`src/rtl/pwm_act_pkg.sv`:
```
package pwm_act_pkg;

    localparam int ACT_WORD_W = 20;
    localparam int N_EVENTS   = 4;

    // event index: 0 zero, 1 period, 2 threshold A, 3 threshold B (also priority, 3 highest)
    localparam int UP_OFS [N_EVENTS] = '{0, 2, 4, 6};
    localparam int DN_OFS [N_EVENTS] = '{12, 14, 16, 18};

    typedef enum logic [1:0] {
        ACT_HOLD = 2'd0,
        ACT_LOW  = 2'd1,
        ACT_HIGH = 2'd2,
        ACT_FLIP = 2'd3
    } act_code_t;

    typedef enum logic [1:0] {
        ADDR_ACTION = 2'd0,
        ADDR_THR_A  = 2'd1,
        ADDR_THR_B  = 2'd2,
        ADDR_METHOD = 2'd3
    } cfg_addr_t;

endpackage

```
`src/rtl/pwm_shadow_cmp.sv`:
```
module pwm_shadow_cmp #(
    parameter int CNT_W = 16
) (
    input  logic             clk,
    input  logic             rst_n,
    input  logic             wr_en,
    input  logic [CNT_W-1:0] wr_val,
    input  logic [1:0]       method,
    input  logic             at_zero,
    input  logic             at_period,
    output logic [CNT_W-1:0] active_q
);
    typedef enum logic {SH_IDLE, SH_PEND} sh_state_t;

    sh_state_t        state_q, state_d;
    logic [CNT_W-1:0] shadow_q;
    logic             immediate;
    logic             load_now;

    assign immediate = (method == 2'b00);
    assign load_now  = immediate | (at_zero & method[0]) | (at_period & method[1]);

    // state register
    always_ff @(posedge clk or negedge rst_n) begin
        if (!rst_n) state_q <= SH_IDLE;
        else        state_q <= state_d;
    end

    // transitions: POST, REPOST, DIRECT, COMMIT
    always_comb begin
        state_d = state_q;
        unique case (state_q)
            SH_IDLE: if (wr_en && !immediate) state_d = SH_PEND;
            SH_PEND: begin
                if (wr_en)         state_d = immediate ? SH_IDLE : SH_PEND;
                else if (load_now) state_d = SH_IDLE;
            end
        endcase
    end

    // datapath
    always_ff @(posedge clk or negedge rst_n) begin
        if (!rst_n) begin
            shadow_q <= '0;
            active_q <= '0;
        end else begin
            if (wr_en) shadow_q <= wr_val;
            if (wr_en && immediate)
                active_q <= wr_val;
            else if (state_q == SH_PEND && load_now)
                active_q <= shadow_q;
        end
    end
endmodule

```
`src/rtl/pwm_event_sel.sv`:
```
module pwm_event_sel
    import pwm_act_pkg::*;
#(
    parameter int CNT_W = 16
) (
    input  logic [CNT_W-1:0]      count,
    input  logic                  up,
    input  logic [CNT_W-1:0]      period,
    input  logic [CNT_W-1:0]      thr_a,
    input  logic [CNT_W-1:0]      thr_b,
    input  logic [ACT_WORD_W-1:0] act_word,
    output act_code_t             act
);
    logic [N_EVENTS-1:0] hit;
    logic [1:0]          fld [N_EVENTS];

    assign hit[0] = (count == '0);
    assign hit[1] = (count == period);
    assign hit[2] = (count == thr_a);
    assign hit[3] = (count == thr_b);

    for (genvar i = 0; i < N_EVENTS; i++) begin : g_fld
        assign fld[i] = up ? act_word[UP_OFS[i] +: 2] : act_word[DN_OFS[i] +: 2];
    end

    // fixed priority, highest present event wins even with code 0
    always_comb begin
        if (hit[3])      act = act_code_t'(fld[3]);
        else if (hit[2]) act = act_code_t'(fld[2]);
        else if (hit[1]) act = act_code_t'(fld[1]);
        else if (hit[0]) act = act_code_t'(fld[0]);
        else             act = ACT_HOLD;
    end
endmodule

```
`src/rtl/pwm_out_fsm.sv`:
```
module pwm_out_fsm
    import pwm_act_pkg::*;
(
    input  logic      clk,
    input  logic      rst_n,
    input  act_code_t act,
    output logic      level
);
    typedef enum logic {OUT_LOW, OUT_HIGH} out_state_t;

    out_state_t state_q, state_d;

    // state register
    always_ff @(posedge clk or negedge rst_n) begin
        if (!rst_n) state_q <= OUT_LOW;
        else        state_q <= state_d;
    end

    // transitions: HOLD, DRIVE_LO, DRIVE_HI, FLIP
    always_comb begin
        unique case (act)
            ACT_HOLD: state_d = state_q;
            ACT_LOW:  state_d = OUT_LOW;
            ACT_HIGH: state_d = OUT_HIGH;
            ACT_FLIP: state_d = (state_q == OUT_HIGH) ? OUT_LOW : OUT_HIGH;
        endcase
    end

    // outputs
    always_comb level = (state_q == OUT_HIGH);
endmodule

```
`src/rtl/pwm_action_gen.sv`:
```
module pwm_action_gen
    import pwm_act_pkg::*;
#(
    parameter int CNT_W = 16
) (
    input  logic                  clk,
    input  logic                  rst_n,
    input  logic [CNT_W-1:0]      base_count,
    input  logic                  base_up,
    input  logic [CNT_W-1:0]      base_period,
    input  logic                  cfg_we,
    input  logic [1:0]            cfg_addr,
    input  logic [((CNT_W > ACT_WORD_W) ? CNT_W : ACT_WORD_W)-1:0] cfg_wdata,
    output logic                  pwm_out,
    output logic [CNT_W-1:0]      thr_a_q,
    output logic [CNT_W-1:0]      thr_b_q
);
    localparam int WD_W = (CNT_W > ACT_WORD_W) ? CNT_W : ACT_WORD_W;
    localparam int N_THR = 2;

    logic [ACT_WORD_W-1:0] act_q;
    logic [3:0]            meth_q;
    logic                  at_zero, at_period;
    logic [N_THR-1:0]      thr_we;
    logic [CNT_W-1:0]      thr_q [N_THR];
    act_code_t             act;
    cfg_addr_t             addr;

    assign addr      = cfg_addr_t'(cfg_addr);
    assign at_zero   = (base_count == '0);
    assign at_period = (base_count == base_period);
    assign thr_we[0] = cfg_we && (addr == ADDR_THR_A);
    assign thr_we[1] = cfg_we && (addr == ADDR_THR_B);

    always_ff @(posedge clk or negedge rst_n) begin
        if (!rst_n) begin
            act_q  <= '0;
            meth_q <= '0;
        end else if (cfg_we) begin
            if (addr == ADDR_ACTION) act_q  <= cfg_wdata[ACT_WORD_W-1:0];
            if (addr == ADDR_METHOD) meth_q <= cfg_wdata[3:0];
        end
    end

    for (genvar t = 0; t < N_THR; t++) begin : g_thr
        pwm_shadow_cmp #(.CNT_W(CNT_W)) u_shadow (
            .clk      (clk),
            .rst_n    (rst_n),
            .wr_en    (thr_we[t]),
            .wr_val   (cfg_wdata[CNT_W-1:0]),
            .method   (meth_q[2*t +: 2]),
            .at_zero  (at_zero),
            .at_period(at_period),
            .active_q (thr_q[t])
        );
    end

    assign thr_a_q = thr_q[0];
    assign thr_b_q = thr_q[1];

    pwm_event_sel #(.CNT_W(CNT_W)) u_sel (
        .count   (base_count),
        .up      (base_up),
        .period  (base_period),
        .thr_a   (thr_a_q),
        .thr_b   (thr_b_q),
        .act_word(act_q),
        .act     (act)
    );

    pwm_out_fsm u_out (
        .clk  (clk),
        .rst_n(rst_n),
        .act  (act),
        .level(pwm_out)
    );

    logic unused_wd;
    assign unused_wd = ^{1'b0, cfg_wdata[WD_W-1:0]};
endmodule

```
`config.mk`:
```
export PLATFORM = sky130hd
export DESIGN_NAME = pwm_action_gen
export DESIGN_NICKNAME = d
export VERILOG_FILES = /design/src/rtl/pwm_act_pkg.sv /design/src/rtl/pwm_shadow_cmp.sv /design/src/rtl/pwm_event_sel.sv /design/src/rtl/pwm_out_fsm.sv /design/src/rtl/pwm_action_gen.sv
export SDC_FILE = /design/constraint.sdc
export NUM_CORES = 1
export LEC_CHECK = 0
export BUFFER_PORTS_ARGS = -buffer_cell sky130_fd_sc_hd__buf_4
export CORE_MARGIN = 2
export CORE_UTILIZATION = 49
export CTS_CLUSTER_DIAMETER = 30
export DETAILED_ROUTE_END_ITERATION = 6
export PLACE_DENSITY_LB_ADDON = 0.25
export SYNTH_ARGS = -nofsm -noshare
export SYNTH_HDL_FRONTEND = slang
export SYNTH_SLANG_ARGS = --single-unit
```
`constraint.sdc`:
```
create_clock -name clk -period 1.6 [get_ports clk]
set_clock_uncertainty 0.1 [all_clocks]
set_input_delay 0.32 -clock clk [delete_from_list [all_inputs] [get_ports clk]]
set_output_delay 0.32 -clock clk [all_outputs]
set_load 0.02 [all_outputs]
```
# After elaboration in Yosys (flattened, before gate mapping)
# Index checks and enable logic that the tools add are counted.
[op_classes]
eq_ne = 9
bitwise = 10
mux = 24
reduce_logical = 19
[ops]
columns = ["cell", "n"]
rows = [
  ["two-way mux 16 bit", 4],
  ["== test 16 bit", 3],
  ["logical NOT 16 bit", 1],
  ["two-way mux 2 bit", 8],
  ["two-way mux 1 bit", 9],
  ["== test 2 bit, second input constant", 4],
  ["logical AND 1 bit", 8],
  ["logical NOT 2 bit", 4],
  ["bitwise AND 1 bit", 4],
  ["== test 2 x 1 -> 1 bit, second input constant", 2],
  ["bitwise OR 1 bit", 4],
  ["one-hot mux 1 bit (2 select lines)", 2],
  ["AND reduction 2 bit", 2],
  ["nonzero test 2 bit", 2],
  ["one-hot mux 1 bit (3 select lines)", 1],
  ["logical NOT 1 bit", 2],
  ["NOT 1 bit", 2],
]
[totals]
output_inout_bits = 33
elab_cells = 71
regBits = 91
inputBits = 58

# Depth between registers and ports, before layout
[logic_depth]
word_depth = 7
ltp_mapped = 7
depth_no_buf = 6

# Modules after synthesis
# From an unflattened synthesis, not the netlist that was laid out.
[hier_totals]
hier_cells = 370
area_unflattened_um2 = 4858.4
[modules_own_cells]
columns = ["mod", "instances", "cells_per_inst", "area_per_inst_um2"]
rows = [
  ["pwm_shadow_cmp", 2, 99, 1481.4],
  ["pwm_action_gen", 1, 81, 1138.6],
  ["pwm_event_sel", 1, 88, 718.2],
  ["pwm_out_fsm", 1, 3, 38.8],
]

# Worst setup path before layout
# OpenSTA, ideal clock, no wires.
[synth_path]
path_type = "input to register"
startpoint = "in base_count[9]"
endpoint = "reg g_thr[1].u_shadow.active_q[10]"
path_slack_ns = -0.345
n_path_buf = 1
required_ns = 1.363
arrival_time_ns = 1.708
stages = 7
path_cell_list = "xnor2_1 > nand4_1 > nor4_4 > o311ai_4 > buf_6 > mux2i_1 > a21oi_1"
[synth_via]
elab_chain_len = 6
elab_cells_between_ends = 8
[synth_lines]
columns = ["element", "line", "text"]
rows = [
  ["start: declaration", "pwm_action_gen.sv:8", "input logic [CNT_W-1:0] base_count,"],
  ["logical NOT 16 bit", "pwm_action_gen.sv:30", "assign at_zero = (base_count == '0);"],
  ["bitwise AND 1 bit", "pwm_shadow_cmp.sv:21", "assign load_now = immediate | (at_zero & method[0]) | (at_period & method[1]);"],
  ["bitwise OR 1 bit", "pwm_shadow_cmp.sv:21", ""],
  ["bitwise OR 1 bit *", "pwm_shadow_cmp.sv:21", ""],
  ["logical AND 1 bit *", "pwm_shadow_cmp.sv:50", "else if (state_q == SH_PEND && load_now)"],
  ["nonzero test 2 bit (no source line) *", "n/a", ""],
  ["end signal: assignment", "pwm_shadow_cmp.sv:49", "active_q <= wr_val;"],
  ["end signal: assignment", "pwm_shadow_cmp.sv:51", "active_q <= shadow_q;"],
  ["end: declaration", "pwm_shadow_cmp.sv:11", "output logic [CNT_W-1:0] active_q"],
]
# Every way passes the cells marked *; elsewhere a longest branch is shown, timed or not.
# A chain may end at the register's enable or synchronous reset.

# Worst setup path in the final report
[layout_path]
startpoint = "in base_period[7]"
endpoint = "reg g_thr[1].u_shadow.active_q[6]"
[layout_via]
elab_chain_len = 5
[layout_lines]
columns = ["element", "line", "text"]
rows = [
  ["start: declaration", "pwm_action_gen.sv:10", "input logic [CNT_W-1:0] base_period,"],
  ["== test 16 bit", "pwm_action_gen.sv:31", "assign at_period = (base_count == base_period);"],
  ["bitwise AND 1 bit", "pwm_shadow_cmp.sv:21", ""],
  ["bitwise OR 1 bit", "pwm_shadow_cmp.sv:21", ""],
  ["logical AND 1 bit", "pwm_shadow_cmp.sv:50", ""],
  ["nonzero test 2 bit (no source line)", "n/a", ""],
]
# No other way between the ends.

==> flow_summary.yaml <==
sta:
  setup_viol: 33
  timing.final.ws_setup_ns: -0.236
  tightest_slew_ns: 0.399
  min_period_over_period_pct: 115
  maxSlewHeadroom_pct: 73.4
  rsz0062_at_grt: "yes"
  fmax_mhz: 545
  timing_hold_violations_final: 0
  setup_tns_ns: -4.76
  period_needed_ns: 1.84
  slew_violations: 0
clock_network:
  clock_sinks: 87
  clk_latency_ns: 0.36
  clk_pin_slew_ns: 0.08
  root_buffer: "clkbuf_8"
  htreeDepth: 3
  clk_path_buf_depth: 2
  numCtsBuffers: 9
  cts_tree: "yes"
power:
  ir_drop_mv: 0.800
  leakage_uw: 0.00288
  p_per_area_nw_per_um2: 1430
yosys:
  avgSynthCellArea_um2: 11.8
  synthArstFlopShare_pct: 100
  synthFlopType: "dfrtp_1"
  synth_edf_count: 0
  synth.yosys.seq_area_share_pct: 50.5
  synth.distinct_cells: 28
  synth_area_um2: 4310
  syn_inst: 364
  yosysWarnings: 0
  syn_nets: 422
  ys_ff_latch: 87
layout:
  num_antenna_cells: 0
  drive_above_1_share_pct: 48.0
  fin_nets: 572
  fill_cells: 627
  area_growth_pct: 40.2
  stdcell_area_um2: 6040
placed_design:
  post-place-ws_ns: -0.584
  dpl_cell_area_um2: 5580
  port-buffer-count: 90
  gp_congestion: 0.885
  dp_hpwl_um: 8290
floorplan:
  rows: 34
  die_width_um: 97.8
  dieArea_um2: 9560
  die_height_um: 97.8
  core_area_um2: 8640
  initial_core_util_pct: 49.9
  pin_count: 91
routing:
  num_vias: 3401
  vias_per_cell: 5.42
  wl_per_cell_um: 18.5
  ant_nets: 0
  first_pass_iters: 4
  first_iter_violations: 142
  routed_wl_um: 11600
  drc: 0
min_path:
  worstHoldEndpoint: "act_q[16]"
  min_path_cells: 3
  min_path_type: "input pin to flop"
  min_from: "cfg_wdata[16]"
setup_path:
  critPathTopFamily: "simple AND/OR/NAND/NOR gates"
  path_cells: "buf_6, xnor2_2, nand4_1, nor4_4, buf_6, buf_12, o311ai_4, buf_12, mux2i_1, a21oi_1"
  critPathBufInv: 4
  cp-end-kind: "flop"
  cp.depth: 10
  slowest_delay_ns: 0.34
  crit_type: "input pin to flop"
  cp_slowest_cell: "nor4_4"
  reg2reg_depth: 5
  reg2reg_to: "g_thr[1].u_shadow.active_q[6]"
  worstPathRequired_ns: 1.73
  worstPathArrival_ns: 1.97
  rr_startpoint: "meth_q[3]"
  critPathLaunchType: "input pin"
  regToRegSetupSlack_ns: -0.14
  worstPathMaxFanout: 16
global_routing:
  grt_pass1_wl_um: 18400
  grt_max_degree: 33
  grt_antenna_before_repair: 0
  overflow: 0
  grtUsageTotal_pct: 25.0
  grt_pass1_vias: 3469
run:
  cap_violations: 0
outcome:
  status: "finished with violations"
  violations: "setup timing"
[metrics by stage]
| stage | instances | hold slack, ns | power, µW | util [%] |
|---|---|---|---|---|
| 6_report | 627 | 0.0689 | 8640 | 70.0 |
| 5_1_grt | 627 | 0.0575 | 9070 | 70.0 |
| 4_1_cts | 626 | 0.0526 | 8600 | 69.3 |
| 3_5_place_dp | 605 | 0.180 | 6870 | 64.6 |
| 3_3_place_gp | 605 | 0.177 | 6770 | 64.6 |
| 2_1_floorplan | 364 | -0.0756 | 5070 | - |
[power breakdown]
part           internal [µW]  switching [µW]  total, µW
Combinational           1870            1760       3620
Sequential              2860             555       3420
Clock                    805             793       1600
[flip-flops by register name (all words and copies together), names as in the netlist]
register                 cells
g_thr.u_shadow.active_q     32
g_thr.u_shadow.shadow_q     32
act_q                       16
meth_q                       4
g_thr.u_shadow.state_q       2
u_out.level                  1
[worst reg2reg max path, stage by stage (launching register included)]
cell      delay (ns)
dfrtp_1         0.39
or3b_1          0.43
o311ai_4        0.12
buf_12          0.23
mux2i_1         0.27
a21oi_1         0.09
[layout by cell type (no fill, tap or decap), types with 2 or more instances in the layout]
master and n:
clkbuf_8 11, clkinv_2 2, buf_4 131, mux2_2 48, buf_12 6, nand4_1 6, and2_4 2, inv_1 8
dfrtp_1 87, xnor2_2 8, buf_6 15, mux4_2 3, nor4_1 4, o21ai_0 6, nor2_1 35, a21oi_1 36
or3_1 2, mux2i_2 2, xor2_1 32, nand3b_1 2, nor4_4 2, nand2_1 8, nor4_2 7, o311ai_4 2
xnor2_1 8, mux2i_1 29
[kinds of logic after synthesis]
group / count (synthesis) / synth area share [%]
DFF: 87 / 50.5
muxes: 83 / 21.5
and+or+nand+nor: 75 / 9.17
AOI/OAI and AO/OA: 48 / 6.68
xor gates and xnor gates: 48 / 9.75
buffers and inverters: 23 / 2.35
[cell type report]
cell class | count | area (µm²) | area share (%)
clock buffers | 11 | 151 | 2.51
repair buffers | 154 | 1310 | 21.7
clock inverters | 5 | 56.3 | 0.932
well taps | 108 | 135 | 2.24
inverters | 8 | 30.0 | 0.497
flip-flops and latches | 87 | 2180 | 36.0
multi-input cells | 254 | 2180 | 36.1
[worst max path at each step]
stage / slack [ns] / endpoint / startpoint
after floorplan: -0.31 / g_thr[1].u_shadow.active_q[10] / base_count[1]
after global placement: -0.47 / g_thr[1].u_shadow.active_q[2] / base_count[3]
after detailed placement: -0.58 / g_thr[0].u_shadow.active_q[1] / base_count[3]
after CTS: -0.14 / g_thr[0].u_shadow.active_q[4] / base_period[5]
after global routing: -0.29 / g_thr[1].u_shadow.active_q[6] / base_period[5]
final: -0.24 / g_thr[1].u_shadow.active_q[6] / base_period[7]
[Yosys cell counts (all sizes together), types with 3 or more instances]
cell type	n	share of area, %
nor2	35	3.0
o21ai	7	0.81
mux2	48	13
clkbuf	13	1.1
nand4	6	0.87
a21oi	37	4.3
mux4	3	1.6
nand2	8	0.70
xnor2	16	3.3
and2	3	0.58
dfrtp	87	51
inv	8	0.70
nor4	13	2.2
mux2i	32	7.4
xor2	32	6.5
[per-layer routing]
layer	share of wire, %	global-route usage [%]	up-vias
li1	-	-	1593
met1	43	34.4	1680
met2	50	40.3	109
met3	5.7	4.80	19
met4	1.9	8.55	0
met5	0	0	-
[repair_timing]
item	4_1_cts	5_1_grt
endpoints found under the setup margin	33	35
cloned	1	0
setup buffers	4	1
pin swaps	12	8
hold buffers	1	0
endpoints found under the hold margin	28	0
gates resized for setup	29	8
Note: power is estimated with default switching activity, not from simulation.
